**src/rtl/rsram_pkg.sv**
```systemverilog
package rsram_pkg;
    typedef enum logic [2:0] {
        ST_IDLE,
        ST_SAVE,
        ST_ONES,
        ST_ZEROS,
        ST_READ,
        ST_RESTORE
    } seq_state_e;
endpackage

```
**src/rtl/rsram_cells.sv**
```systemverilog
module rsram_cells #(
    parameter int                DATA_W   = 8,
    parameter int                ROWS     = 16,
    parameter logic [DATA_W-1:0] ROM_SEED = 8'hA5,
    parameter int                ROM_STEP = 59,
    localparam int               AW       = $clog2(ROWS)
) (
    input  logic              clk,
    input  logic              rst_n,
    input  logic              we,
    input  logic [AW-1:0]     wr_row,
    input  logic [DATA_W-1:0] wdata,
    input  logic              wl1,
    input  logic              wl2,
    input  logic              re,
    input  logic [AW-1:0]     rd_row,
    input  logic              rcon,
    output logic [DATA_W-1:0] rdata
);
    logic [ROWS-1:0][DATA_W-1:0] conn;
    logic [ROWS-1:0][DATA_W-1:0] mem_d, mem_q;
    logic [DATA_W-1:0]           rdata_d, rdata_q;
    logic [DATA_W-1:0]           sel;

    for (genvar r = 0; r < ROWS; r++) begin : g_wiring
        assign conn[r] = ROM_SEED ^ DATA_W'(r * ROM_STEP);
    end

    always_comb begin
        mem_d   = mem_q;
        rdata_d = rdata_q;
        sel     = (conn[wr_row] & {DATA_W{wl1}}) | (~conn[wr_row] & {DATA_W{wl2}});
        if (we) begin
            mem_d[wr_row] = (mem_q[wr_row] & ~sel) | (wdata & sel);
        end
        if (re) begin
            rdata_d = mem_q[rd_row] | (conn[rd_row] & {DATA_W{rcon}});
        end
    end

    always_ff @(posedge clk) begin
        if (!rst_n) begin
            mem_q   <= '0;
            rdata_q <= '0;
        end else begin
            mem_q   <= mem_d;
            rdata_q <= rdata_d;
        end
    end

    assign rdata = rdata_q;

    // a write on both word lines stores every bit
    p_full_write_r8: assert property (@(posedge clk) disable iff (!rst_n)
        we && wl1 && wl2 |=> mem_q[$past(wr_row)] == $past(wdata));
endmodule

```
**src/rtl/rsram_seq.sv**
```systemverilog
module rsram_seq
    import rsram_pkg::*;
#(
    parameter int  DATA_W       = 8,
    parameter int  ROWS_PER_BLK = 4,
    parameter int  NUM_BLK      = 4,
    parameter bit  SINGLE_STEP  = 1'b0,
    localparam int ROWS         = ROWS_PER_BLK * NUM_BLK,
    localparam int AW           = $clog2(ROWS),
    localparam int RW           = $clog2(ROWS_PER_BLK)
) (
    input  logic              clk,
    input  logic              rst_n,
    input  logic              sram_req,
    input  logic              sram_we,
    input  logic [AW-1:0]     sram_addr,
    input  logic [DATA_W-1:0] sram_wdata,
    output logic              sram_ready,
    output logic              sram_rvalid,
    input  logic              rom_req,
    input  logic [AW-1:0]     rom_addr,
    output logic              rom_valid,
    output logic [DATA_W-1:0] rom_data,
    output logic              busy,
    output logic              a_we,
    output logic [AW-1:0]     a_wr_row,
    output logic [DATA_W-1:0] a_wdata,
    output logic              a_wl1,
    output logic              a_wl2,
    output logic              a_re,
    output logic [AW-1:0]     a_rd_row,
    output logic              a_rcon,
    input  logic [DATA_W-1:0] a_rdata
);
    typedef struct packed {
        seq_state_e                          st;
        logic [RW-1:0]                       cnt;
        logic [AW-1:0]                       tgt;
        logic                                cap_v;
        logic [RW-1:0]                       cap_i;
        logic                                rom_cap;
        logic                                rvalid;
        logic                                rom_v;
        logic [DATA_W-1:0]                   rom_d;
        logic [ROWS_PER_BLK-1:0][DATA_W-1:0] save;
    } seq_regs_t;

    seq_regs_t     d, q;
    logic [AW-1:0] blk_row;
    logic          last_row;

    assign blk_row  = {q.tgt[AW-1:RW], q.cnt};
    assign last_row = (q.cnt == RW'(ROWS_PER_BLK - 1));

    always_comb begin
        d         = q;
        d.cap_v   = 1'b0;
        d.rom_cap = 1'b0;
        d.rvalid  = 1'b0;
        d.rom_v   = 1'b0;
        a_we      = 1'b0;
        a_wl1     = 1'b0;
        a_wl2     = 1'b0;
        a_wr_row  = q.tgt;
        a_wdata   = '0;
        a_re      = 1'b0;
        a_rd_row  = q.tgt;
        a_rcon    = 1'b0;
        sram_ready = (q.st == ST_IDLE) && !rom_req;

        if (q.cap_v) d.save[q.cap_i] = a_rdata;
        if (q.rom_cap) begin
            d.rom_d = a_rdata;
            d.rom_v = 1'b1;
        end

        case (q.st)
            ST_IDLE: begin
                if (rom_req) begin
                    d.st  = ST_SAVE;
                    d.tgt = rom_addr;
                    d.cnt = '0;
                end else if (sram_req) begin
                    if (sram_we) begin
                        a_we     = 1'b1;
                        a_wl1    = 1'b1;
                        a_wl2    = 1'b1;
                        a_wr_row = sram_addr;
                        a_wdata  = sram_wdata;
                    end else begin
                        a_re     = 1'b1;
                        a_rd_row = sram_addr;
                        d.rvalid = 1'b1;
                    end
                end
            end
            ST_SAVE: begin
                a_re     = 1'b1;
                a_rd_row = blk_row;
                d.cap_v  = 1'b1;
                d.cap_i  = q.cnt;
                d.cnt    = q.cnt + 1'b1;
                if (last_row) begin
                    d.cnt = '0;
                    d.st  = SINGLE_STEP ? ST_ZEROS : ST_ONES;
                end
            end
            ST_ONES: begin
                a_we    = 1'b1;
                a_wl1   = 1'b1;
                a_wl2   = 1'b1;
                a_wdata = '1;
                d.st    = ST_ZEROS;
            end
            ST_ZEROS: begin
                a_we    = 1'b1;
                a_wl1   = SINGLE_STEP;
                a_wl2   = 1'b1;
                a_wdata = '0;
                d.st    = ST_READ;
            end
            ST_READ: begin
                a_re      = 1'b1;
                a_rcon    = SINGLE_STEP;
                d.rom_cap = 1'b1;
                d.cnt     = '0;
                d.st      = ST_RESTORE;
            end
            ST_RESTORE: begin
                a_we     = 1'b1;
                a_wl1    = 1'b1;
                a_wl2    = 1'b1;
                a_wr_row = blk_row;
                a_wdata  = q.save[q.cnt];
                d.cnt    = q.cnt + 1'b1;
                if (last_row) begin
                    d.cnt = '0;
                    d.st  = ST_IDLE;
                end
            end
            default: d.st = ST_IDLE;
        endcase
    end

    always_ff @(posedge clk) begin
        if (!rst_n) begin
            q    <= '0;
            q.st <= ST_IDLE;
        end else begin
            q <= d;
        end
    end

    assign sram_rvalid = q.rvalid;
    assign rom_valid   = q.rom_v;
    assign rom_data    = q.rom_d;
    assign busy        = (q.st != ST_IDLE);

    p_read_latency_r1: assert property (@(posedge clk) disable iff (!rst_n)
        sram_req && sram_ready && !sram_we |=> sram_rvalid);
    p_stall_busy_r2: assert property (@(posedge clk) disable iff (!rst_n)
        busy |-> !sram_ready);
    p_rom_pulse_r4: assert property (@(posedge clk) disable iff (!rst_n)
        rom_valid |=> !rom_valid);
    p_rom_hold_r4: assert property (@(posedge clk) disable iff (!rst_n)
        !rom_valid |-> $stable(rom_data));
    p_busy_start_r5: assert property (@(posedge clk) disable iff (!rst_n)
        rom_req && !busy |=> busy);
    p_paired_lines_r8: assert property (@(posedge clk) disable iff (!rst_n)
        a_we && !busy |-> a_wl1 == a_wl2);
endmodule

```
**src/rtl/rsram_top.sv**
```systemverilog
module rsram_top #(
    parameter int                DATA_W       = 8,
    parameter int                ROWS_PER_BLK = 4,
    parameter int                NUM_BLK      = 4,
    parameter bit                SINGLE_STEP  = 1'b0,
    parameter logic [DATA_W-1:0] ROM_SEED     = 8'hA5,
    parameter int                ROM_STEP     = 59,
    localparam int               ROWS         = ROWS_PER_BLK * NUM_BLK,
    localparam int               AW           = $clog2(ROWS)
) (
    input  logic              clk,
    input  logic              rst_n,
    input  logic              sram_req,
    input  logic              sram_we,
    input  logic [AW-1:0]     sram_addr,
    input  logic [DATA_W-1:0] sram_wdata,
    output logic              sram_ready,
    output logic [DATA_W-1:0] sram_rdata,
    output logic              sram_rvalid,
    input  logic              rom_req,
    input  logic [AW-1:0]     rom_addr,
    output logic              rom_valid,
    output logic [DATA_W-1:0] rom_data,
    output logic              busy
);
    logic              a_we, a_wl1, a_wl2, a_re, a_rcon;
    logic [AW-1:0]     a_wr_row, a_rd_row;
    logic [DATA_W-1:0] a_wdata, a_rdata;

    rsram_seq #(
        .DATA_W(DATA_W), .ROWS_PER_BLK(ROWS_PER_BLK),
        .NUM_BLK(NUM_BLK), .SINGLE_STEP(SINGLE_STEP)
    ) u_seq (
        .clk(clk), .rst_n(rst_n),
        .sram_req(sram_req), .sram_we(sram_we), .sram_addr(sram_addr),
        .sram_wdata(sram_wdata), .sram_ready(sram_ready), .sram_rvalid(sram_rvalid),
        .rom_req(rom_req), .rom_addr(rom_addr), .rom_valid(rom_valid),
        .rom_data(rom_data), .busy(busy),
        .a_we(a_we), .a_wr_row(a_wr_row), .a_wdata(a_wdata),
        .a_wl1(a_wl1), .a_wl2(a_wl2), .a_re(a_re), .a_rd_row(a_rd_row),
        .a_rcon(a_rcon), .a_rdata(a_rdata)
    );

    rsram_cells #(
        .DATA_W(DATA_W), .ROWS(ROWS), .ROM_SEED(ROM_SEED), .ROM_STEP(ROM_STEP)
    ) u_cells (
        .clk(clk), .rst_n(rst_n),
        .we(a_we), .wr_row(a_wr_row), .wdata(a_wdata),
        .wl1(a_wl1), .wl2(a_wl2), .re(a_re), .rd_row(a_rd_row),
        .rcon(a_rcon), .rdata(a_rdata)
    );

    assign sram_rdata = a_rdata;
endmodule

```
**config.mk**
```make
export PLATFORM = sky130hd
export DESIGN_NAME = rsram_top
export DESIGN_NICKNAME = d
export VERILOG_FILES = /design/src/rtl/rsram_pkg.sv /design/src/rtl/rsram_cells.sv /design/src/rtl/rsram_seq.sv /design/src/rtl/rsram_top.sv
export SDC_FILE = /design/constraint.sdc
export NUM_CORES = 1
export LEC_CHECK = 0
export BUFFER_PORTS_ARGS = -buffer_cell sky130_fd_sc_hd__buf_2
export CORE_AREA = 2 2 166 168
export CTS_CLUSTER_DIAMETER = 60
export CTS_CLUSTER_SIZE = 12
export DETAILED_ROUTE_END_ITERATION = 10
export DIE_AREA = 0 0 168 170
export PLACE_DENSITY = 0.54
export SLEW_MARGIN = 20
export SYNTH_ARGS = -nofsm -noshare
export SYNTH_HDL_FRONTEND = slang
export SYNTH_HIERARCHICAL = 1
export SYNTH_SLANG_ARGS = --single-unit
```
**constraint.sdc**
```tcl
create_clock -name clk -period 7.1 [get_ports clk]
set_input_delay 0.355 -clock clk [delete_from_list [all_inputs] [get_ports clk]]
set_output_delay 0.355 -clock clk [all_outputs]
set_load 0.05 [all_outputs]
```
==> impl_metrics.json <==
{
  "layout-drive-gt1-share_pct": 17.6,
  "diodes": 0,
  "dp_hpwl_mm": 21.3,
  "clock.fmax_ghz": 0.219,
  "dp.cells": 1400,
  "cp_cell_sequence": "and2b_1 -> nand3_1 -> o2111ai_4 -> inv_1 -> ha_1 -> nand2b_1 -> a221oi_1 -> mux2i_1 -> mux2i_2 -> a21oi_1",
  "skew_ps": 19.3,
  "vias": 8664,
  "drc_errors": 0,
  "synth_adder_area_share_pct": 2.00,
  "detail_route.wl_per_cell_microns": 22.0,
  "ff2ff_setup_slack_ps": 2540,
  "synth_seq_area_share_pct": 36.0,
  "cts_tree": "built",
  "hold_depth": 3,
  "p_per_area_nw_per_um2": 208,
  "routed_wirelength_mm": 31.5,
  "min_period_over_period_pct": 64.2,
  "ctsRootBufferMaster": "clkbuf_16",
  "coreArea_sq_um": 26700,
  "ir_drop_v": 0.000163,
  "dr.pass1.iters": 5,
  "fin_area_sq_um": 11400,
  "hp-class": "in2reg",
  "area_delta_synth_final_pct": 7.84,
  "cp_max_fo": 16,
  "layout_commonest_cell": "dfxtp_1",
  "worstSetupEndpointType": "flop",
  "synth-edff-count": 0,
  "clkSinkCount": 191,
  "multiInputGateArea_sq_um": 6210,
  "htreeDepth": 4,
  "die_h_microns": 170,
  "outcome": "finished clean",
  "crit_path_max_incr_delay_ps": 840,
  "ant_nets": 0,
  "synth-seq-cells": 191,
  "async_flop_share_pct": 0,
  "path_buf_inv": 1,
  "synth_top_family_by_area": "multiplexers",
  "synth_xor_xnor_area_share_pct": 0.0825,
  "fill_cells": 2595,
  "yosysWarnings": 6,
  "yosys-mux-area-fraction_pct": 21.7,
  "r2r_cells": 10,
  "grt_first_pass_wirelength_mm": 48.7,
  "cts_buffer_depth": 2,
  "mostFrequentLayoutCells": "dfxtp_1 (190), o21ai_0 (121), nand2_1 (78), mux2i_1 (76), a31oi_1 (65)",
  "postPlaceCellArea_sq_um": 10900,
  "crit_path_top_delay_cell": "mux2i_2",
  "crit_type": "reg2reg",
  "die_w_microns": 168,
  "die-area_sq_um": 28600,
  "synth_cells": 1111,
  "core.rowCount": 60,
  "grt_max_degree": 122,
  "postSynthNetCount": 1149,
  "drt_iter0_markers": 753,
  "yosys.area_share.simple_pct": 14.8,
  "worstSkewPairLatency_ps": 450,
  "cts_hold_buf": 0,
  "start_util_pct": 39.8,
  "setup_violations": 0,
  "grt_overflow_total": 0,
  "drv_cap": 0,
  "cts_setup_buffers": 0,
  "cts_buffers": 17,
  "syn-cell-area_sq_um": 10600,
  "max_slew_margin_pct": 24.8,
  "fin_setup_tns_ps": 0,
  "synth-main-ff-cell": "dfxtp_1",
  "clkTransAtPathRegs_ps": 80,
  "ys_types": 72,
  "final_cells": 1432,
  "track_usage_pct": 22.2,
  "cp_top_family": "multiplexers",
  "seq_area_sq_um": 3820,
  "worst_pin_slew_ps": 1120,
  "critPathArrivalTime_ps": 4840,
  "place.gp.congestion": 0.861,
  "crit_required_ps": 7380,
  "portBuffers": 40,
  "crit_cells": 10,
  "rsz0062_at_grt": "no",
  "antenna_found_initial": 0,
  "startpoint_type": "flop",
  "grt_pass1_vias": 8256,
  "leakagePower_nw": 4.05,
  "synth_area_per_cell_sq_um": 9.55,
  "synth_compound_area_share_pct": 19.2,
  "fin_crit_ps": 4560,
  "maxSlewViolCount": 0,
  "via_per_inst": 6.05,
  "cts_resized": 0,
  "ios": 41,
  "layout.nets": 1116,
  "hold_viol": 0
}
## per-stage QoR
step                      hold WS, ps  utilization [%]  total power, mW  worst slack (ps)
after floorplan                   440                -             1.36              3330
after global placement            469             40.7             1.44              2650
after detailed placement          475             40.7             1.44              2590
after CTS                         123             42.9             2.40              2550
after global routing              140             42.9             2.48              2170
final                             137             42.9             2.38              2540
## layer usage
layer	global-route usage, %	wire [microns]	share of wire, %	up-vias
li1	-	-	-	4071
met1	29.5	14200	45	4233
met2	36.7	14800	47	316
met3	3.98	1850	5.9	44
met4	7.22	649	2.1	0
met5	0	0	0	-
## cell families (layout without fill, tap and decap cells)
logic type / after synthesis / after routing
other: 1 / 1
AO/OA/AOI/OAI: 329 / 329
multiplexers: 152 / 152
AND/OR/NAND/NOR: 295 / 295
XOR/XNOR: 1 / 1
adder cells (fa/ha/maj): 17 / 17
buffers and inverters: 125 / 105
flip-flops: 191 / 191
## path summary, 6_finish.rpt
kind                           from                 to
setup / recovery        u_seq/q[52]  u_cells/mem_q[13]
hold / removal          rom_addr[1]        u_seq/q[47]
setup reg to reg        u_seq/q[52]  u_cells/mem_q[13]
hold reg to reg   u_cells/mem_q[42]  u_cells/mem_q[42]
## power breakdown
group | internal, mW | switching (mW) | total, mW | leakage (nW)
Clock | 0.474 | 0.488 | 0.962 | 0.284
Sequential | 1.08 | 0.0227 | 1.11 | 1.54
Combinational | 0.107 | 0.209 | 0.315 | 2.23
Total | 1.66 | 0.720 | 2.38 | 4.05
## worst min-delay path, delay by kind of cell
kind	cells	cell delay (ps)
simple gates	1	50
compound gates	1	60
buf+inv	1	70
## registers in the layout, summed over array words and instances, names as in the netlist
| signal | flops |
|---|---|
| u_cells/mem_q | 128 |
| u_cells/rdata | 8 |
| u_seq/blk_row | 4 |
| u_seq/q | 41 |
| u_seq/rom_data | 8 |
| u_seq/rom_valid | 1 |
| u_seq/sram_rvalid | 1 |
## area by class of cell
| type | instances | area share (%) |
|---|---|---|
| clock buffers | 17 | 3.72 |
| clock inverters | 15 | 1.42 |
| inverters | 15 | 0.492 |
| multi-input cells | 795 | 54.3 |
| flip-flops and latches | 191 | 33.4 |
| well taps | 341 | 3.73 |
| repair buffers | 58 | 2.95 |
## cell usage after synthesis (3+ instances only)
cell       count  area share [%]
ha_1          17             2.0
o211ai_2       6            0.71
o21ai_1        4            0.19
and2_1        15            0.88
o221ai_1       6            0.50
nand2b_1      11            0.65
mux2_1         4            0.42
o31ai_1        4            0.28
dfxtp_1      191              36
a21boi_0      16             1.1
mux2i_1       76             7.2
a31oi_1       65             3.8
buf_4         19             1.3
nor2b_1       53             3.1
a22oi_1       12            0.85
inv_1         14            0.50
nor3b_1        3            0.21
and3_1         9            0.53
mux4_2        57              12
a211oi_1       6            0.42
o211ai_1       7            0.50
a2111oi_0      4            0.33
nor3_1        11            0.52
nor2_1        27            0.96
a21bo_1        3            0.28
mux2_2        11             1.2
o22ai_1        4            0.24
o21ai_0      124             5.8
or3b_2         3            0.25
buf_2         29             1.4
nand3_1       64             3.0
o32ai_1        7            0.58
a21oi_1       44             2.1
clkbuf_1      53             1.9
nand2_1       78             2.8
buf_6          8            0.85
Note: power is estimated with default switching activity, not from simulation.
